## config.mk

```make
export PLATFORM = sky130hd
export DESIGN_NAME = l1c_coh_ctrl
export DESIGN_NICKNAME = d
export VERILOG_FILES = /design/src/rtl/l1c_pkg.sv /design/src/rtl/l1c_line_store.sv /design/src/rtl/l1c_decide.sv /design/src/rtl/l1c_coh_ctrl.sv
export SDC_FILE = /design/constraint.sdc
export NUM_CORES = 1
export LEC_CHECK = 0
export BUFFER_PORTS_ARGS = -buffer_cell sky130_fd_sc_hd__buf_2
export CAP_MARGIN = 10
export CORE_ASPECT_RATIO = 0.75
export CORE_MARGIN = 2
export CORE_UTILIZATION = 55
export DETAILED_ROUTE_END_ITERATION = 16
export PLACE_DENSITY = 0.84
export REMOVE_ABC_BUFFERS = 1
export SLEW_MARGIN = 20
export SYNTH_ARGS = -nofsm -noshare
export SYNTH_HDL_FRONTEND = slang
export SYNTH_SLANG_ARGS = --single-unit
```

## constraint.sdc

```tcl
create_clock -name clk -period 4 [get_ports clk]
set_clock_uncertainty 0.2 [all_clocks]
set_input_delay 0.2 -clock clk [delete_from_list [all_inputs] [get_ports clk]]
set_output_delay 0.2 -clock clk [all_outputs]
set_load 0.02 [all_outputs]
```

## src/rtl/l1c_pkg.sv

```systemverilog
`timescale 1ns/1ps
// Shared encodings for the accelerator L1 coherence controller.
package l1c_pkg;
    typedef enum logic [2:0] {
        LS_I = 3'd0, LS_S = 3'd1, LS_E = 3'd2, LS_M = 3'd3, LS_P = 3'd4
    } line_st_t;

    typedef enum logic [2:0] {
        OM_GETS = 3'd0, OM_GETM = 3'd1, OM_PUTS = 3'd2, OM_PUTE = 3'd3,
        OM_PUTM = 3'd4, OM_INVACK = 3'd5, OM_CLEANWB = 3'd6, OM_DIRTYWB = 3'd7
    } out_msg_t;

    typedef enum logic [2:0] {
        IM_DATAS = 3'd0, IM_DATAE = 3'd1, IM_DATAM = 3'd2,
        IM_WBACK = 3'd3, IM_INV = 3'd4, IM_RSV5 = 3'd5, IM_RSV6 = 3'd6, IM_RSV7 = 3'd7
    } in_msg_t;
endpackage

```

## src/rtl/l1c_line_store.sv

```systemverilog
`timescale 1ns/1ps
// Per-line state, tag and writeback flag for a direct-mapped array.
// Two combinational read ports, one write port.
// Assumes NLINES is a power of two.
module l1c_line_store
    import l1c_pkg::*;
#(
    parameter int NLINES = 8,
    parameter int TAG_W  = 8,
    localparam int IDX_W = $clog2(NLINES)
) (
    input  logic             clk,
    input  logic             rst_n,
    input  logic [IDX_W-1:0] rd_a_idx,
    output line_st_t         rd_a_st,
    output logic [TAG_W-1:0] rd_a_tag,
    output logic             rd_a_pwb,
    input  logic [IDX_W-1:0] rd_b_idx,
    output line_st_t         rd_b_st,
    output logic [TAG_W-1:0] rd_b_tag,
    output logic             rd_b_pwb,
    input  logic             wr_en,
    input  logic [IDX_W-1:0] wr_idx,
    input  line_st_t         wr_st,
    input  logic [TAG_W-1:0] wr_tag,
    input  logic             wr_pwb
);
    line_st_t         st_q  [NLINES];
    logic [TAG_W-1:0] tag_q [NLINES];
    logic             pwb_q [NLINES];

    // Clear every line on reset, else apply the single write.
    always_ff @(posedge clk) begin
        if (!rst_n) begin
            for (int i = 0; i < NLINES; i++) begin
                st_q[i]  <= LS_I;
                tag_q[i] <= '0;
                pwb_q[i] <= 1'b0;
            end
        end else if (wr_en) begin
            st_q[wr_idx]  <= wr_st;
            tag_q[wr_idx] <= wr_tag;
            pwb_q[wr_idx] <= wr_pwb;
        end
    end

    // Read ports.
    always_comb begin
        rd_a_st  = st_q[rd_a_idx];
        rd_a_tag = tag_q[rd_a_idx];
        rd_a_pwb = pwb_q[rd_a_idx];
        rd_b_st  = st_q[rd_b_idx];
        rd_b_tag = tag_q[rd_b_idx];
        rd_b_pwb = pwb_q[rd_b_idx];
    end
endmodule

```

## src/rtl/l1c_decide.sv

```systemverilog
`timescale 1ns/1ps
// Transition logic: host messages take priority over local requests.
// Produces the line update, the next outgoing message and the completion.
// Assumes the host sends only well-formed responses; stray ones are dropped.
module l1c_decide
    import l1c_pkg::*;
#(
    parameter int NLINES = 8,
    parameter int TAG_W  = 8,
    localparam int IDX_W = $clog2(NLINES),
    localparam int AW    = TAG_W + IDX_W
) (
    input  logic             in_valid,
    input  in_msg_t          in_type,
    input  logic [AW-1:0]    in_addr,
    input  line_st_t         h_st,
    input  logic [TAG_W-1:0] h_tag,
    input  logic             h_pwb,
    input  logic             req_valid,
    input  logic             req_store,
    input  logic [AW-1:0]    req_addr,
    input  line_st_t         r_st,
    input  logic [TAG_W-1:0] r_tag,
    output logic             req_ready,
    output logic             wr_en,
    output logic [IDX_W-1:0] wr_idx,
    output line_st_t         wr_st,
    output logic [TAG_W-1:0] wr_tag,
    output logic             wr_pwb,
    output logic             msg_v,
    output out_msg_t         msg_t,
    output logic [AW-1:0]    msg_addr,
    output logic             done_v,
    output logic [AW-1:0]    done_addr
);
    logic h_hit, r_hit;
    assign h_hit = (h_tag == in_addr[AW-1:IDX_W]);
    assign r_hit = (r_tag == req_addr[AW-1:IDX_W]);

    // Select the single transition taken this cycle.
    always_comb begin
        req_ready = 1'b0;
        wr_en     = 1'b0;
        wr_idx    = req_addr[IDX_W-1:0];
        wr_st     = LS_I;
        wr_tag    = req_addr[AW-1:IDX_W];
        wr_pwb    = 1'b0;
        msg_v     = 1'b0;
        msg_t     = OM_GETS;
        msg_addr  = req_addr;
        done_v    = 1'b0;
        done_addr = req_addr;
        if (in_valid) begin
            wr_idx   = in_addr[IDX_W-1:0];
            wr_tag   = h_tag;
            msg_addr = in_addr;
            case (in_type)
                IM_DATAS, IM_DATAE, IM_DATAM: begin
                    if (h_st == LS_P && !h_pwb && h_hit) begin
                        wr_en     = 1'b1;
                        wr_st     = (in_type == IM_DATAS) ? LS_S :
                                    (in_type == IM_DATAE) ? LS_E : LS_M;
                        done_v    = 1'b1;
                        done_addr = in_addr;
                    end
                end
                IM_WBACK: begin
                    if (h_st == LS_P && h_pwb && h_hit) wr_en = 1'b1;
                end
                IM_INV: begin
                    msg_v = 1'b1;
                    msg_t = OM_INVACK;
                    if (h_hit) begin
                        case (h_st)
                            LS_M: begin msg_t = OM_DIRTYWB; wr_en = 1'b1; end
                            LS_E: begin msg_t = OM_CLEANWB; wr_en = 1'b1; end
                            LS_S: wr_en = 1'b1;
                            default: ;
                        endcase
                    end
                end
                default: ;
            endcase
        end else if (req_valid) begin
            case (r_st)
                LS_P: ;
                LS_I: begin
                    req_ready = 1'b1;
                    wr_en     = 1'b1;
                    wr_st     = LS_P;
                    msg_v     = 1'b1;
                    msg_t     = req_store ? OM_GETM : OM_GETS;
                end
                default: begin
                    if (!r_hit) begin
                        wr_en    = 1'b1;
                        wr_st    = LS_P;
                        wr_tag   = r_tag;
                        wr_pwb   = 1'b1;
                        msg_v    = 1'b1;
                        msg_t    = (r_st == LS_S) ? OM_PUTS :
                                   (r_st == LS_E) ? OM_PUTE : OM_PUTM;
                        msg_addr = {r_tag, req_addr[IDX_W-1:0]};
                    end else if (req_store && r_st == LS_S) begin
                        req_ready = 1'b1;
                        wr_en     = 1'b1;
                        wr_st     = LS_P;
                        msg_v     = 1'b1;
                        msg_t     = OM_GETM;
                    end else begin
                        req_ready = 1'b1;
                        done_v    = 1'b1;
                        if (req_store && r_st == LS_E) begin
                            wr_en = 1'b1;
                            wr_st = LS_M;
                        end
                    end
                end
            endcase
        end
    end
endmodule

```

## src/rtl/l1c_coh_ctrl.sv

```systemverilog
`timescale 1ns/1ps
// Top: coherence controller for a private direct-mapped accelerator L1.
// Outgoing messages and completions are registered (one cycle latency).
// Assumes every outgoing message is consumed in the cycle it is shown.
module l1c_coh_ctrl
    import l1c_pkg::*;
#(
    parameter int NLINES = 8,
    parameter int TAG_W  = 8,
    localparam int IDX_W = $clog2(NLINES),
    localparam int AW    = TAG_W + IDX_W
) (
    input  logic          clk,
    input  logic          rst_n,
    input  logic          req_valid,
    input  logic          req_store,
    input  logic [AW-1:0] req_addr,
    output logic          req_ready,
    input  logic          host_valid,
    input  logic [2:0]    host_type,
    input  logic [AW-1:0] host_addr,
    output logic          out_valid,
    output logic [2:0]    out_type,
    output logic [AW-1:0] out_addr,
    output logic          done_valid,
    output logic [AW-1:0] done_addr
);
    line_st_t         h_st, r_st, wr_st;
    logic [TAG_W-1:0] h_tag, r_tag, wr_tag;
    logic             h_pwb, r_pwb, wr_pwb, wr_en;
    logic [IDX_W-1:0] wr_idx;
    logic             msg_v, done_v;
    out_msg_t         msg_t;
    logic [AW-1:0]    msg_addr, d_addr;

    l1c_line_store #(.NLINES(NLINES), .TAG_W(TAG_W)) store_i (
        .clk(clk), .rst_n(rst_n),
        .rd_a_idx(host_addr[IDX_W-1:0]), .rd_a_st(h_st), .rd_a_tag(h_tag), .rd_a_pwb(h_pwb),
        .rd_b_idx(req_addr[IDX_W-1:0]),  .rd_b_st(r_st), .rd_b_tag(r_tag), .rd_b_pwb(r_pwb),
        .wr_en(wr_en), .wr_idx(wr_idx), .wr_st(wr_st), .wr_tag(wr_tag), .wr_pwb(wr_pwb)
    );

    l1c_decide #(.NLINES(NLINES), .TAG_W(TAG_W)) decide_i (
        .in_valid(host_valid), .in_type(in_msg_t'(host_type)), .in_addr(host_addr),
        .h_st(h_st), .h_tag(h_tag), .h_pwb(h_pwb),
        .req_valid(req_valid), .req_store(req_store), .req_addr(req_addr),
        .r_st(r_st), .r_tag(r_tag), .req_ready(req_ready),
        .wr_en(wr_en), .wr_idx(wr_idx), .wr_st(wr_st), .wr_tag(wr_tag), .wr_pwb(wr_pwb),
        .msg_v(msg_v), .msg_t(msg_t), .msg_addr(msg_addr),
        .done_v(done_v), .done_addr(d_addr)
    );

    // Register the outgoing message and the completion.
    always_ff @(posedge clk) begin
        if (!rst_n) begin
            out_valid  <= 1'b0;
            out_type   <= 3'd0;
            out_addr   <= '0;
            done_valid <= 1'b0;
            done_addr  <= '0;
        end else begin
            out_valid  <= msg_v;
            out_type   <= msg_t;
            out_addr   <= msg_addr;
            done_valid <= done_v;
            done_addr  <= d_addr;
        end
    end

    // The request-side write-back flag is not needed by the transition logic.
    logic unused_ok;
    assign unused_ok = r_pwb;

    p_gets_from_load_r2: assert property (@(posedge clk) disable iff (!rst_n)
        (out_valid && out_type == OM_GETS) |-> $past(req_valid && req_ready && !req_store));
    p_getm_from_store_r7: assert property (@(posedge clk) disable iff (!rst_n)
        (out_valid && out_type == OM_GETM) |-> $past(req_valid && req_ready && req_store));
    p_put_on_refusal_r5: assert property (@(posedge clk) disable iff (!rst_n)
        (out_valid && out_type inside {OM_PUTS, OM_PUTE, OM_PUTM})
            |-> $past(req_valid && !req_ready && !host_valid));
    p_inv_reply_r4: assert property (@(posedge clk) disable iff (!rst_n)
        (out_valid && out_type inside {OM_INVACK, OM_CLEANWB, OM_DIRTYWB})
            |-> $past(host_valid && host_type == IM_INV));
    p_done_source_r3: assert property (@(posedge clk) disable iff (!rst_n)
        done_valid |-> ($past(req_valid && req_ready) ||
                        $past(host_valid && host_type inside {IM_DATAS, IM_DATAE, IM_DATAM})));
    p_done_no_msg_r6: assert property (@(posedge clk) disable iff (!rst_n)
        !(done_valid && out_valid));
    p_host_first_r9: assert property (@(posedge clk) disable iff (!rst_n)
        host_valid |-> !req_ready);
endmodule

```

* After elaboration in Yosys (flattened, before gate mapping)
Memory sizes are Yosys's and may differ from the RTL's. Cells that the tools add are included.
Cells by class: mux-type cells 77, reduce and logical (&&, ||, !) cells 15, eq/ne operators 13
Operators by type and width (number):
- 11-bit 2-to-1 mux | 7
- 3-bit 2-to-1 mux | 19
- 8-bit 2-to-1 mux | 5
- 1-bit 2-to-1 mux | 38
- 8-bit equality test | 2
- 3-bit by 2-bit equality test with 1-bit output, second input constant | 5
- 3-bit one-hot mux with 2 select lines | 2
- 3-bit by 1-bit equality test with 1-bit output, second input constant | 3
- 3-bit equality test, second input constant | 3
- 3-bit OR reduction | 3
- 8-bit OR reduction | 1
- 1-bit logical AND | 6
- 3-bit logical NOT | 2
- 1-bit one-hot mux with 2 select lines | 3
- 2-bit one-hot mux with 2 select lines | 1
- 1-bit one-hot mux with 3 select lines | 1
- 2-bit 2-to-1 mux | 1
- 2-bit OR reduction | 1
- 1-bit logical NOT | 1
- 1-bit OR reduction | 1
Storage, ports and cells: output and inout bits 28, register bits after elaboration 27, memories kept 3, word-level logic and storage cells 113, RAM bits 96
Memories:
- store_i.tag_q | words 8, bits a word 8, read ports 2, clocked after memory_dff 0, wr ports 8, RTL line l1c_line_store.sv:29 | logic [TAG_W-1:0] tag_q [NLINES];
- store_i.st_q | words 8, bits a word 3, read ports 2, clocked after memory_dff 0, wr ports 8, RTL line l1c_line_store.sv:28 | line_st_t st_q [NLINES];
- store_i.pwb_q | words 8, bits a word 1, read ports 1, clocked after memory_dff 0, wr ports 8, RTL line l1c_line_store.sv:30 | logic pwb_q [NLINES];

* Logic depth before layout (Yosys ltp)
Gate-level depths: netlist of the first run. An unclocked memory read counts as a cell.
depth in word-level cells 14, mapped depth 13, gate-level depth less buffers 8

* Hierarchy
Synthesis of the first run repeated with hierarchy kept, for this count alone.
Unflattened totals: cell total of the unflattened synthesis 551, area total of the unflattened synthesis 7181.9 sq um
By module, submodules not included:
- l1c_line_store | cells an instance 325, times used 1, area each 5251.3 sq um
- l1c_decide | cells an instance 170, times used 1, area each 1172.4 sq um
- l1c_coh_ctrl | cells an instance 56, times used 1, area each 758.2 sq um

* Least setup slack after synthesis of the first run
Ideal clock, no wire load.
kind input to register, start point in host_addr[0], end point mem store_i.st_q[1][0] in the netlist's numbering (enable), library setup time 0.345 ns, data arrival time 3.001 ns, setup slack 0.454 ns, stages on the path 11, path through buf_6 -> buf_6 -> mux4_2 -> mux2i_1 -> xor2_1 -> o2111ai_1 -> or4_4 -> a211oi_4 -> a32oi_2 -> buf_4 -> nand2_1
RTL lines:
- start, declared | RTL line l1c_coh_ctrl.sv:21 | input logic [AW-1:0] host_addr,
- end, declared | RTL line l1c_line_store.sv:28

==> impl_metrics.csv, run 1 <==
group,metric,value,unit
run_status,status,"finished, final reports clean",
timing,fin_hold_ws,0.02300,ns
route,drt-total-wl,20780,um
synthesis,syn-instance-count,619,
die,floorplan.die_area,13560,um^2
placement,detailed_place.area,7577,um^2
synthesis,yosysSeqAreaShare,48.09,%
die,floorplan.rows,35,
route,routed-via-count,5895,
setup_path,crit_slowest_cell,"sky130_fd_sc_hd__mux4_2",
synthesis,yosysMostFrequentCell,"sky130_fd_sc_hd__edfxtp_1",
placement,detailed_place_hpwl,14130,um
finish,fin_util,68.61,%
synthesis,synth_warnings,0,
die,die_width,133.8,um
global_route,grt.overflow.total,0,
route,route.detailed.vias_per_inst,6.550,
global_route,first_global_vias,5756,
die,floorplan.initialDensity,56.49,%
clocking,clkLatencyLatePin,0.43,ns
setup_path,timing.critical_path.fanout_max,8,
synthesis,post_synth_most_frequent_cells,"sky130_fd_sc_hd__edfxtp_1, sky130_fd_sc_hd__nor2_1, sky130_fd_sc_hd__mux2i_1",
global_route,grt_start_max_net_pins,29,
setup_path,crit_type,"reg2reg",
timing,final.setup.worst_slack,0.1759,ns
setup_path,crit_path_end_kind,"register",
pwr,static-leakage-power,3.263,nW
clocking,cts.reportedPaths.clkPinSlew,0.06,ns
pwr,power_per_cell_area,425.0,nW/um^2
die,design.core.area,12310,um^2
setup_path,crit_path_start_kind,"register",
timing,worst_pin_slew,0.8553,ns
global_route,grt_first_pass_wirelength,31860,um
pwr,irDropWorstVdd,0.3681,mV
timing,fmax,261.5,MHz
timing,setup_total_negative_slack,0,ns
finish,layout_area_overhead,21.45,%
flow_run,maxCapViolCount,0,
finish,design_area,8443,um^2
clocking,tritoncts,"built",
setup_path,path_buf_inv,1,
clocking,post_cts_hold_buffer_count,25,
setup_path,cp.arrival,3.81,ns
placement,placedCellCount,843,
finish,n_diodes,0,
pwr,total_power,3.589,mW
route,final_antenna_net_count,0,
placement,placement.io_buffers,57,
die,ios,58,
finish,final_cells,900,
timing,final-setup-viol-count,0,
synthesis,synthDominantAreaCellType,"sky130_fd_sc_hd__edfxtp_1",
clocking,cts.repair_timing.setup_buffer_count,0,
synthesis,synthFlopType,"sky130_fd_sc_hd__edfxtp_1",
die,die_h,101.4,um
timing,final_max_slew_viol_count,0,
synthesis,syn-mean-instance-area,11.23,um^2
clocking,ctsLongestPathBuffers,2,
worst_hold_path,worstHoldPathType,"in2reg",
setup_path,worst_path_cell_trace,"mux4_2 -> mux2i_1 -> xor2_1 -> nand2_1 -> nor4_2 -> nand3_1 -> a32oi_2 -> nand2_1 -> buf_4",
setup_path,worstPathRequired,3.99,ns
timing,rsz0062_at_grt,"no",
route,detail_route.first_pass.iterations,6,
synthesis,synth.top_cells.by_area,"sky130_fd_sc_hd__edfxtp_1, sky130_fd_sc_hd__dfxtp_1, sky130_fd_sc_hd__mux2i_1, sky130_fd_sc_hd__mux4_2, sky130_fd_sc_hd__mux2_2",
placement,place_congestion,0.9797,
placement,pre_cts_slack,0.04257,ns
global_route,antenna_found_initial,0,
clocking,cts.htree.levels,4,
clocking,cts_buffers,17,
synthesis,synth-async-reset-ratio,0,%
route,average_wire_length_per_cell_after_detail_routing,23.09,um
synthesis,postSynthRegisterBits,123,
setup_path,critPathMostFrequentCell,"sky130_fd_sc_hd__nand2_1",
synthesis,synth_cell_type_count,62,
timing,worst_slew_margin_rel,42.98,%
finish,nets_finish,751,
clocking,cts_resized,0,
timing,final.min_clock_period,3.824,ns
finish,layout-drive-gt1-share,27.38,%
timing,final.period_utilization,95.60,%
clocking,root_buffer_master,"sky130_fd_sc_hd__clkbuf_16",
route,drc_errors,0,
route,drtIter0Drc,682,
synthesis,post-synth-top-area-fraction,38.01,%
global_route,track_usage,31.85,%
setup_path,timing.critical_path.slowest_cell_delay,0.47,ns
synthesis,syn-cell-area,6952,um^2
clocking,clock_sinks,123,
synthesis,synth_enable_flop_cells,88,
setup_path,cpLargestDelayFamily,"simple AND/OR/NAND/NOR gates",
timing,final_hold_viols,0,
-- where the power goes --
group          switching [mW]  internal, mW
Clock                   0.630         0.996
Sequential             0.0280          1.42
Combinational           0.315         0.202
Total                   0.973          2.62
-- per-layer routing --
| layer | share of wire [%] | track usage (%) | up-vias |
|---|---|---|---|
| met5 | 0 | 0 | - |
| met4 | 3.5 | 13.58 | 0 |
| met3 | 12 | 8.709 | 71 |
| met2 | 46 | 51.24 | 426 |
| met1 | 39 | 41.18 | 2844 |
| li1 | - | - | 2554 |
-- layout by cell type, fill, tap and decap left out, types with 4 or more instances in the layout --
cell type | synthesis | routed
sky130_fd_sc_hd__buf_4 | 6 | 41
sky130_fd_sc_hd__buf_2 | 6 | 57
sky130_fd_sc_hd__a211oi_1 | 12 | 12
sky130_fd_sc_hd__nor2_1 | 81 | 81
sky130_fd_sc_hd__mux2_2 | 27 | 27
sky130_fd_sc_hd__dlygate4sd3_1 | 0 | 25
sky130_fd_sc_hd__nor3_1 | 29 | 29
sky130_fd_sc_hd__or3_1 | 9 | 9
sky130_fd_sc_hd__nand4_1 | 4 | 4
sky130_fd_sc_hd__o21ai_0 | 29 | 29
sky130_fd_sc_hd__nand2_1 | 33 | 33
sky130_fd_sc_hd__edfxtp_1 | 88 | 88
sky130_fd_sc_hd__nand2b_1 | 7 | 7
sky130_fd_sc_hd__nor2b_1 | 18 | 18
sky130_fd_sc_hd__a211oi_2 | 8 | 8
sky130_fd_sc_hd__mux2_1 | 10 | 10
sky130_fd_sc_hd__and2_1 | 8 | 8
sky130_fd_sc_hd__dfxtp_1 | 35 | 35
sky130_fd_sc_hd__o22ai_1 | 17 | 17
sky130_fd_sc_hd__inv_1 | 4 | 4
sky130_fd_sc_hd__a22oi_2 | 4 | 4
sky130_fd_sc_hd__xor2_1 | 6 | 6
sky130_fd_sc_hd__mux4_2 | 17 | 17
sky130_fd_sc_hd__a21oi_1 | 7 | 7
sky130_fd_sc_hd__inv_6 | 0 | 5
sky130_fd_sc_hd__nand3_1 | 9 | 9
sky130_fd_sc_hd__clkbuf_16 | 0 | 17
sky130_fd_sc_hd__mux2i_1 | 54 | 54
sky130_fd_sc_hd__a32oi_2 | 4 | 4
sky130_fd_sc_hd__a22o_1 | 4 | 4
-- cells by family (layout without fill, tap and decap cells) --
logic type	after synthesis	count (layout)	share of synthesized area [%]
AND/OR/NAND/NOR	217	217	15.23
buffers and inverters	49	164	3.834
flip-flops	123	123	48.09
multiplexers	108	108	19.28
AO/OA/AOI/OAI	114	114	12.56
XOR/XNOR	8	8	1.008
-- worst register-to-register path, stage by stage (launching register included) --
cell	delay [ns]
sky130_fd_sc_hd__edfxtp_1	0.44
sky130_fd_sc_hd__mux4_2	0.47
sky130_fd_sc_hd__mux2i_1	0.25
sky130_fd_sc_hd__xor2_1	0.34
sky130_fd_sc_hd__nand2_1	0.12
sky130_fd_sc_hd__nor4_2	0.47
sky130_fd_sc_hd__nand3_1	0.47
sky130_fd_sc_hd__a32oi_2	0.34
sky130_fd_sc_hd__nand2_1	0.24
sky130_fd_sc_hd__buf_4	0.25
-- path summary, 6_finish.rpt --
check,from,endpoint,slack [ns],cells after the start
worst max-delay path,store_i.tag_q[1][0],store_i.tag_q[3][1],0.18,9
worst min-delay path,host_addr[2],done_addr[2],0.02,3
worst min register to register,store_i.pwb_q[2],store_i.pwb_q[2],0.26,2
worst max register to register,store_i.tag_q[1][0],store_i.tag_q[3][1],0.18,9
-- state kept, by name, indices dropped and copies added (netlist names) --
| signal | count |
|---|---|
| store_i.tag_q | 64 |
| done_valid | 1 |
| out_type | 3 |
| store_i.st_q | 24 |
| store_i.pwb_q | 8 |
| done_addr | 11 |
| out_valid | 1 |
| out_addr | 11 |
-- final cells by class --
type / count / area (um^2)
clock buffer: 18 / 429.2
clock inverter: 14 / 186.4
fill: 853 / 3862
inverter: 6 / 22.52
multi-input combinational: 447 / 3351
sequential: 123 / 3343
tap: 166 / 207.7
timing repair buffer: 126 / 903.4
No activity file was read; power rests on OpenSTA's default activity.
==> run 2: changes to the inputs <==
--- a/config.mk
+++ b/config.mk
@@ -7,11 +7,13 @@
 export LEC_CHECK = 0
 export BUFFER_PORTS_ARGS = -buffer_cell sky130_fd_sc_hd__buf_2
 export CAP_MARGIN = 10
+export CELL_PAD_IN_SITES_DETAIL_PLACEMENT = 0
+export CELL_PAD_IN_SITES_GLOBAL_PLACEMENT = 1
 export CORE_ASPECT_RATIO = 0.75
 export CORE_MARGIN = 2
-export CORE_UTILIZATION = 55
+export CORE_UTILIZATION = 48
 export DETAILED_ROUTE_END_ITERATION = 16
-export PLACE_DENSITY = 0.84
+export PLACE_DENSITY = 0.9
 export REMOVE_ABC_BUFFERS = 1
 export SLEW_MARGIN = 20
 export SYNTH_ARGS = -nofsm -noshare
==> run 2 against run 1 <==
Design area increased by 0.18%. Via count decreased by 2.7%. Setup slack got worse by 0.082 ns. Non-clock buffer count increased by 3. Critical path type unchanged. Largest power group unchanged.
==> impl_metrics.csv, run 2 (same netlist as run 1, synthesis figures left out) <==
group,metric,value,unit
finish,fin_util,59.10,%
pwr,total_power,3.445,mW
clocking,root_buffer_master,"sky130_fd_sc_hd__clkbuf_16",
route,average_wire_length_per_cell_after_detail_routing,22.38,um
global_route,grt_first_pass_wirelength,31930,um
die,design.core.area,14310,um^2
timing,final.min_clock_period,3.906,ns
global_route,first_global_vias,5571,
timing,fmax,256.0,MHz
setup_path,crit_path_end_kind,"register",
route,drt-total-wl,20970,um
finish,design_area,8458,um^2
finish,layout_commonest_cell,"sky130_fd_sc_hd__edfxtp_1",
finish,nets_finish,754,
finish,largest_register_ff_count,64,
route,detail_route.first_pass.iterations,6,
clocking,cts.htree.levels,4,
finish,final_cells,937,
clocking,cts_buffers,17,
clocking,cts.repair_timing.setup_buffer_count,0,
flow_run,maxCapViolCount,0,
placement,place_congestion,0.9710,
timing,final_hold_viols,0,
setup_path,worstPathRequired,4.12,ns
clocking,cts.reportedPaths.clkPinSlew,0.06,ns
setup_path,crit_path_start_kind,"register",
route,drtIter0Drc,765,
pwr,irDropWorstVdd,0.2754,mV
finish,layout.cells.most_common_list,"sky130_fd_sc_hd__edfxtp_1, sky130_fd_sc_hd__nor2_1, sky130_fd_sc_hd__buf_2, sky130_fd_sc_hd__mux2i_1, sky130_fd_sc_hd__buf_4",
timing,worst_pin_slew,0.9961,ns
placement,pre_cts_slack,0.1292,ns
global_route,grt.overflow.total,0,
clocking,tritoncts,"built",
placement,placedCellCount,880,
die,floorplan.rows,38,
setup_path,crit_type,"reg2reg",
placement,detailed_place.area,7642,um^2
timing,fin_hold_ws,0.007613,ns
die,floorplan.initialDensity,48.57,%
finish,largest_register,"store_i.tag_q",
pwr,static-leakage-power,3.253,nW
timing,final.period_utilization,97.66,%
finish,reg_top3,"store_i.tag_q (64), store_i.st_q (24)",
timing,rsz0062_at_grt,"no",
setup_path,cp.arrival,4.03,ns
die,die_h,108.2,um
timing,final-setup-viol-count,0,
placement,detailed_place_hpwl,14320,um
clocking,clock_sinks,123,
clocking,clkLatencyLatePin,0.43,ns
run_status,status,"finished, final reports clean",
placement,placement.io_buffers,57,
setup_path,timing.critical_path.fanout_max,5,
route,route.detailed.vias_per_inst,6.124,
timing,setup_total_negative_slack,0,ns
route,final_antenna_net_count,0,
die,die_width,143.0,um
clocking,ctsLongestPathBuffers,2,
timing,worst_slew_margin_rel,33.60,%
timing,final.setup.worst_slack,0.09358,ns
global_route,track_usage,28.20,%
worst_hold_path,worstHoldPathType,"in2reg",
pwr,power_per_cell_area,407.3,nW/um^2
finish,layout-drive-gt1-share,27.41,%
global_route,grt_start_max_net_pins,46,
timing,final_max_slew_viol_count,0,
route,routed-via-count,5738,
route,drc_errors,0,
global_route,antenna_found_initial,0,
finish,layout_area_overhead,21.67,%
finish,n_diodes,0,
finish,n_fill_cell,1158,
die,floorplan.die_area,15470,um^2
die,ios,58,
[run 2: cell count changes in the layout (fill, tap and decap cells not counted)]
| cell | delta |
|---|---|
| sky130_fd_sc_hd__mux2i_1 | -1 |
| sky130_fd_sc_hd__clkbuf_1 | +2 |
| sky130_fd_sc_hd__buf_4 | +3 |
| sky130_fd_sc_hd__clkinv_1 | +1 |
| sky130_fd_sc_hd__mux2i_2 | +1 |
| sky130_fd_sc_hd__inv_8 | -1 |
| sky130_fd_sc_hd__clkinv_2 | +4 |
| sky130_fd_sc_hd__inv_6 | -5 |
| sky130_fd_sc_hd__bufinv_16 | -1 |
[run 2: final cells by class]
class	instances	area, um^2	share of cell area [%]
flip-flops and latches	123	3343	39.53
repair buffers	129	925.9	10.95
clock buffers	20	436.7	5.163
multi-input cells	447	3354	39.66
clock inverters	12	125.1	1.479
inverters	6	22.52	0.2663
well taps	200	250.2	2.959
[run 2: worst paths after layout]
check,end,slack (ns),from,cells after the start
min,out_type[0],0.008,req_store,4
max,done_addr[8],0.09,store_i.tag_q[3][1],10
min reg2reg,store_i.pwb_q[6],0.26,store_i.pwb_q[6],2
max reg2reg,done_addr[8],0.09,store_i.tag_q[3][1],10
[run 2: worst max-delay path, cell delays in order, from the launching register on]
cell	delay [ns]
sky130_fd_sc_hd__edfxtp_1	0.40
sky130_fd_sc_hd__mux4_2	0.51
sky130_fd_sc_hd__mux2i_2	0.25
sky130_fd_sc_hd__xor2_1	0.23
sky130_fd_sc_hd__o2111ai_1	0.14
sky130_fd_sc_hd__or4_4	0.60
sky130_fd_sc_hd__nor4b_4	0.32
sky130_fd_sc_hd__buf_4	0.25
sky130_fd_sc_hd__mux2i_1	0.24
sky130_fd_sc_hd__dlygate4sd3_1	0.60
sky130_fd_sc_hd__nor2b_1	0.05
[run 2: what timing repair did]
item,4_1_cts,5_1_grt
hold buffers,25,0
hold endpoints to repair,18,0
gates resized for setup,0,1
setup endpoints to repair,0,5
[run 2: per-layer routing]
layer	global-route usage, %	up-vias	share of wire, %
li1	-	2553	-
met1	37.33	2728	40
met2	43.68	398	45
met3	8.725	59	12
met4	10.82	0	3.0
met5	0	-	0
[run 2: power breakdown]
group          internal, mW  switching [mW]
Sequential             1.42          0.0254
Clock                 0.910           0.566
Combinational         0.204           0.321
==> run 3: changes to the inputs <==
==> constraint.sdc (replaced) <==
create_clock -name clk -period 3.6 [get_ports clk]
set_clock_uncertainty 0.2 [all_clocks]
set_input_delay 0.18 -clock clk [delete_from_list [all_inputs] [get_ports clk]]
set_output_delay 0.18 -clock clk [all_outputs]
set_load 0.02 [all_outputs]
==> run 3 against run 2 <==
Combinational power increased by 15%. Critical path type unchanged. First-iteration DRC count decreased by 8.0%. Hold slack gained 0.014 ns. Via count increased by 2.7%. Clock power up 33%. Setup slack worse by 0.026 ns. Global-route usage grew 1.8 points. Highest routed layer unchanged. Cell count up 0.11%. Critical endpoint is now done_addr[10].
==> impl_metrics.csv, run 3 (same netlist as run 1, synthesis figures left out) <==
group,metric,value,unit
finish,layout_area_overhead,24.86,%
worst_hold_path,worstHoldPathType,"in2reg",
pwr,irDropWorstVdd,0.2812,mV
timing,final-setup-viol-count,0,
finish,fin_util,60.65,%
placement,detailed_place.area,7807,um^2
die,ios,58,
timing,fmax,283.1,MHz
global_route,grt-busiest-layer,"met2",
route,routed-via-count,5892,
flow_run,maxCapViolCount,0,
die,floorplan.rows,38,
clocking,clock_sinks,123,
placement,pre_cts_slack,-0.1522,ns
route,drtIter0Drc,704,
global_route,grt_start_max_net_pins,46,
finish,nets_finish,755,
route,route.detailed.vias_per_inst,6.281,
finish,layout-drive-gt1-share,28.86,%
route,drt-total-wl,22390,um
global_route,grt.overflow.total,0,
clocking,clkLatencyLatePin,0.42,ns
die,die_width,143.0,um
global_route,first_global_vias,5730,
die,floorplan.initialDensity,48.57,%
timing,worst_slew_margin_rel,45.70,%
global_route,grt_first_pass_wirelength,33670,um
die,floorplan.die_area,15470,um^2
timing,rsz0062_at_grt,"no",
global_route,groute.layer.met1.usage,39.71,%
clocking,cts.repair_timing.setup_buffer_count,0,
finish,design_area,8680,um^2
run_status,status,"finished, final reports clean",
die,die_h,108.2,um
route,average_wire_length_per_cell_after_detail_routing,23.87,um
timing,worst_pin_slew,0.8145,ns
setup_path,crit_path_end_kind,"register",
clocking,cts.reportedPaths.clkPinSlew,0.06,ns
pwr,total_power,4.179,mW
finish,largest_register_ff_count,64,
timing,final_hold_viols,0,
finish,largest_register,"store_i.tag_q",
timing,final.period_utilization,98.13,%
clocking,ctsLongestPathBuffers,2,
timing,final.setup.worst_slack,0.06727,ns
finish,layout.cells.most_common_list,"sky130_fd_sc_hd__edfxtp_1, sky130_fd_sc_hd__nor2_1, sky130_fd_sc_hd__buf_2, sky130_fd_sc_hd__mux2i_1, sky130_fd_sc_hd__buf_4",
finish,n_fill_cell,1100,
worst_hold_path,worstHoldStart,"req_store",
global_route,antenna_found_initial,0,
route,final_antenna_net_count,0,
setup_path,worstPathRequired,3.71,ns
clocking,cts_buffers,17,
global_route,track_usage,30.01,%
timing,final.min_clock_period,3.533,ns
finish,n_diodes,0,
pwr,power_per_cell_area,481.5,nW/um^2
setup_path,startpoint,"store_i.tag_q[3][1]",
setup_path,timing.critical_path.fanout_max,6,
clocking,tritoncts,"built",
finish,layout_commonest_cell,"sky130_fd_sc_hd__edfxtp_1",
clocking,cts.htree.levels,4,
timing,final_max_slew_viol_count,0,
clocking,root_buffer_master,"sky130_fd_sc_hd__clkbuf_16",
placement,placement.io_buffers,57,
die,design.core.area,14310,um^2
timing,fin_hold_ws,0.02152,ns
setup_path,crit_type,"reg2reg",
placement,detailed_place_hpwl,15430,um
setup_path,crit_path_start_kind,"register",
route,drc_errors,0,
placement,place_congestion,0.9546,
global_route,global_routing_usage_on_met2,46.86,%
global_route,grt.met3_usage,8.902,%
route,detail_route.first_pass.iterations,5,
finish,reg_top3,"store_i.tag_q (64), store_i.st_q (24)",
setup_path,cp.arrival,3.64,ns
pwr,static-leakage-power,3.356,nW
setup_path,critical_path.reg2reg.startpoint,"store_i.tag_q[3][1]",
## run 3: changes by cell type in the layout (fill, tap and decap cells not counted), moves of 3 or more
| cell | delta |
|---|---|
| sky130_fd_sc_hd__dlygate4sd3_1 | -6 |
| sky130_fd_sc_hd__bufinv_16 | +4 |
| sky130_fd_sc_hd__clkinv_2 | -3 |
| sky130_fd_sc_hd__clkbuf_1 | -3 |
| sky130_fd_sc_hd__buf_12 | +9 |
## run 3: final cells by class
class / instances / area, um^2 / share of cell area (%)
Clock buffer: 18 / 439.2 / 5.060
Clock inverter: 14 / 240.2 / 2.768
Inverter: 6 / 22.52 / 0.2595
Multi-Input combinational cell: 447 / 3353 / 38.63
Sequential cell: 123 / 3343 / 38.52
Tap cell: 200 / 250.2 / 2.883
Timing Repair Buffer: 130 / 1031 / 11.88
## run 3: worst paths after layout
| kind | end | slack, ns | cells after the start |
|---|---|---|---|
| worst max-delay path | done_addr[10] | 0.07 | 10 |
| worst min-delay path | out_type[0] | 0.02 | 4 |
| worst max register to register | done_addr[10] | 0.07 | 10 |
| worst min register to register | store_i.pwb_q[5] | 0.27 | 2 |
## run 3: critical path: stages, from the launching register on
cell	delay, ns
sky130_fd_sc_hd__edfxtp_1	0.41
sky130_fd_sc_hd__mux4_2	0.49
sky130_fd_sc_hd__mux2i_1	0.23
sky130_fd_sc_hd__xor2_1	0.26
sky130_fd_sc_hd__o2111ai_1	0.15
sky130_fd_sc_hd__or4_4	0.58
sky130_fd_sc_hd__buf_4	0.17
sky130_fd_sc_hd__nor4b_4	0.42
sky130_fd_sc_hd__buf_4	0.25
sky130_fd_sc_hd__mux2i_1	0.20
sky130_fd_sc_hd__nor2b_1	0.07
## run 3: per-stage QoR
stage	instances	TNS (ns)
final	938	0
after CTS	938	0
after detailed placement	887	-2.426
after floorplan	576	-33.87
after global routing	938	0
after global placement	887	-3.067
## run 3: report_power, final
group / switching [mW] / internal, mW
registers: 0.0315 / 1.58
logic: 0.368 / 0.238
clock network: 0.646 / 1.32
total: 1.05 / 3.13
## run 3: what timing repair did
action | in CTS | in global routing
hold buffers | 19 | 0
setup endpoints to repair | 0 | 16
resized for setup | 0 | 2
endpoints found under the hold margin | 19 | 0
## run 3: layer usage
metal	share of wire [%]	vias to the layer above
met3	13	41
met5	0	-
met1	39	2832
met2	46	459
li1	-	2560
met4	2.2	0
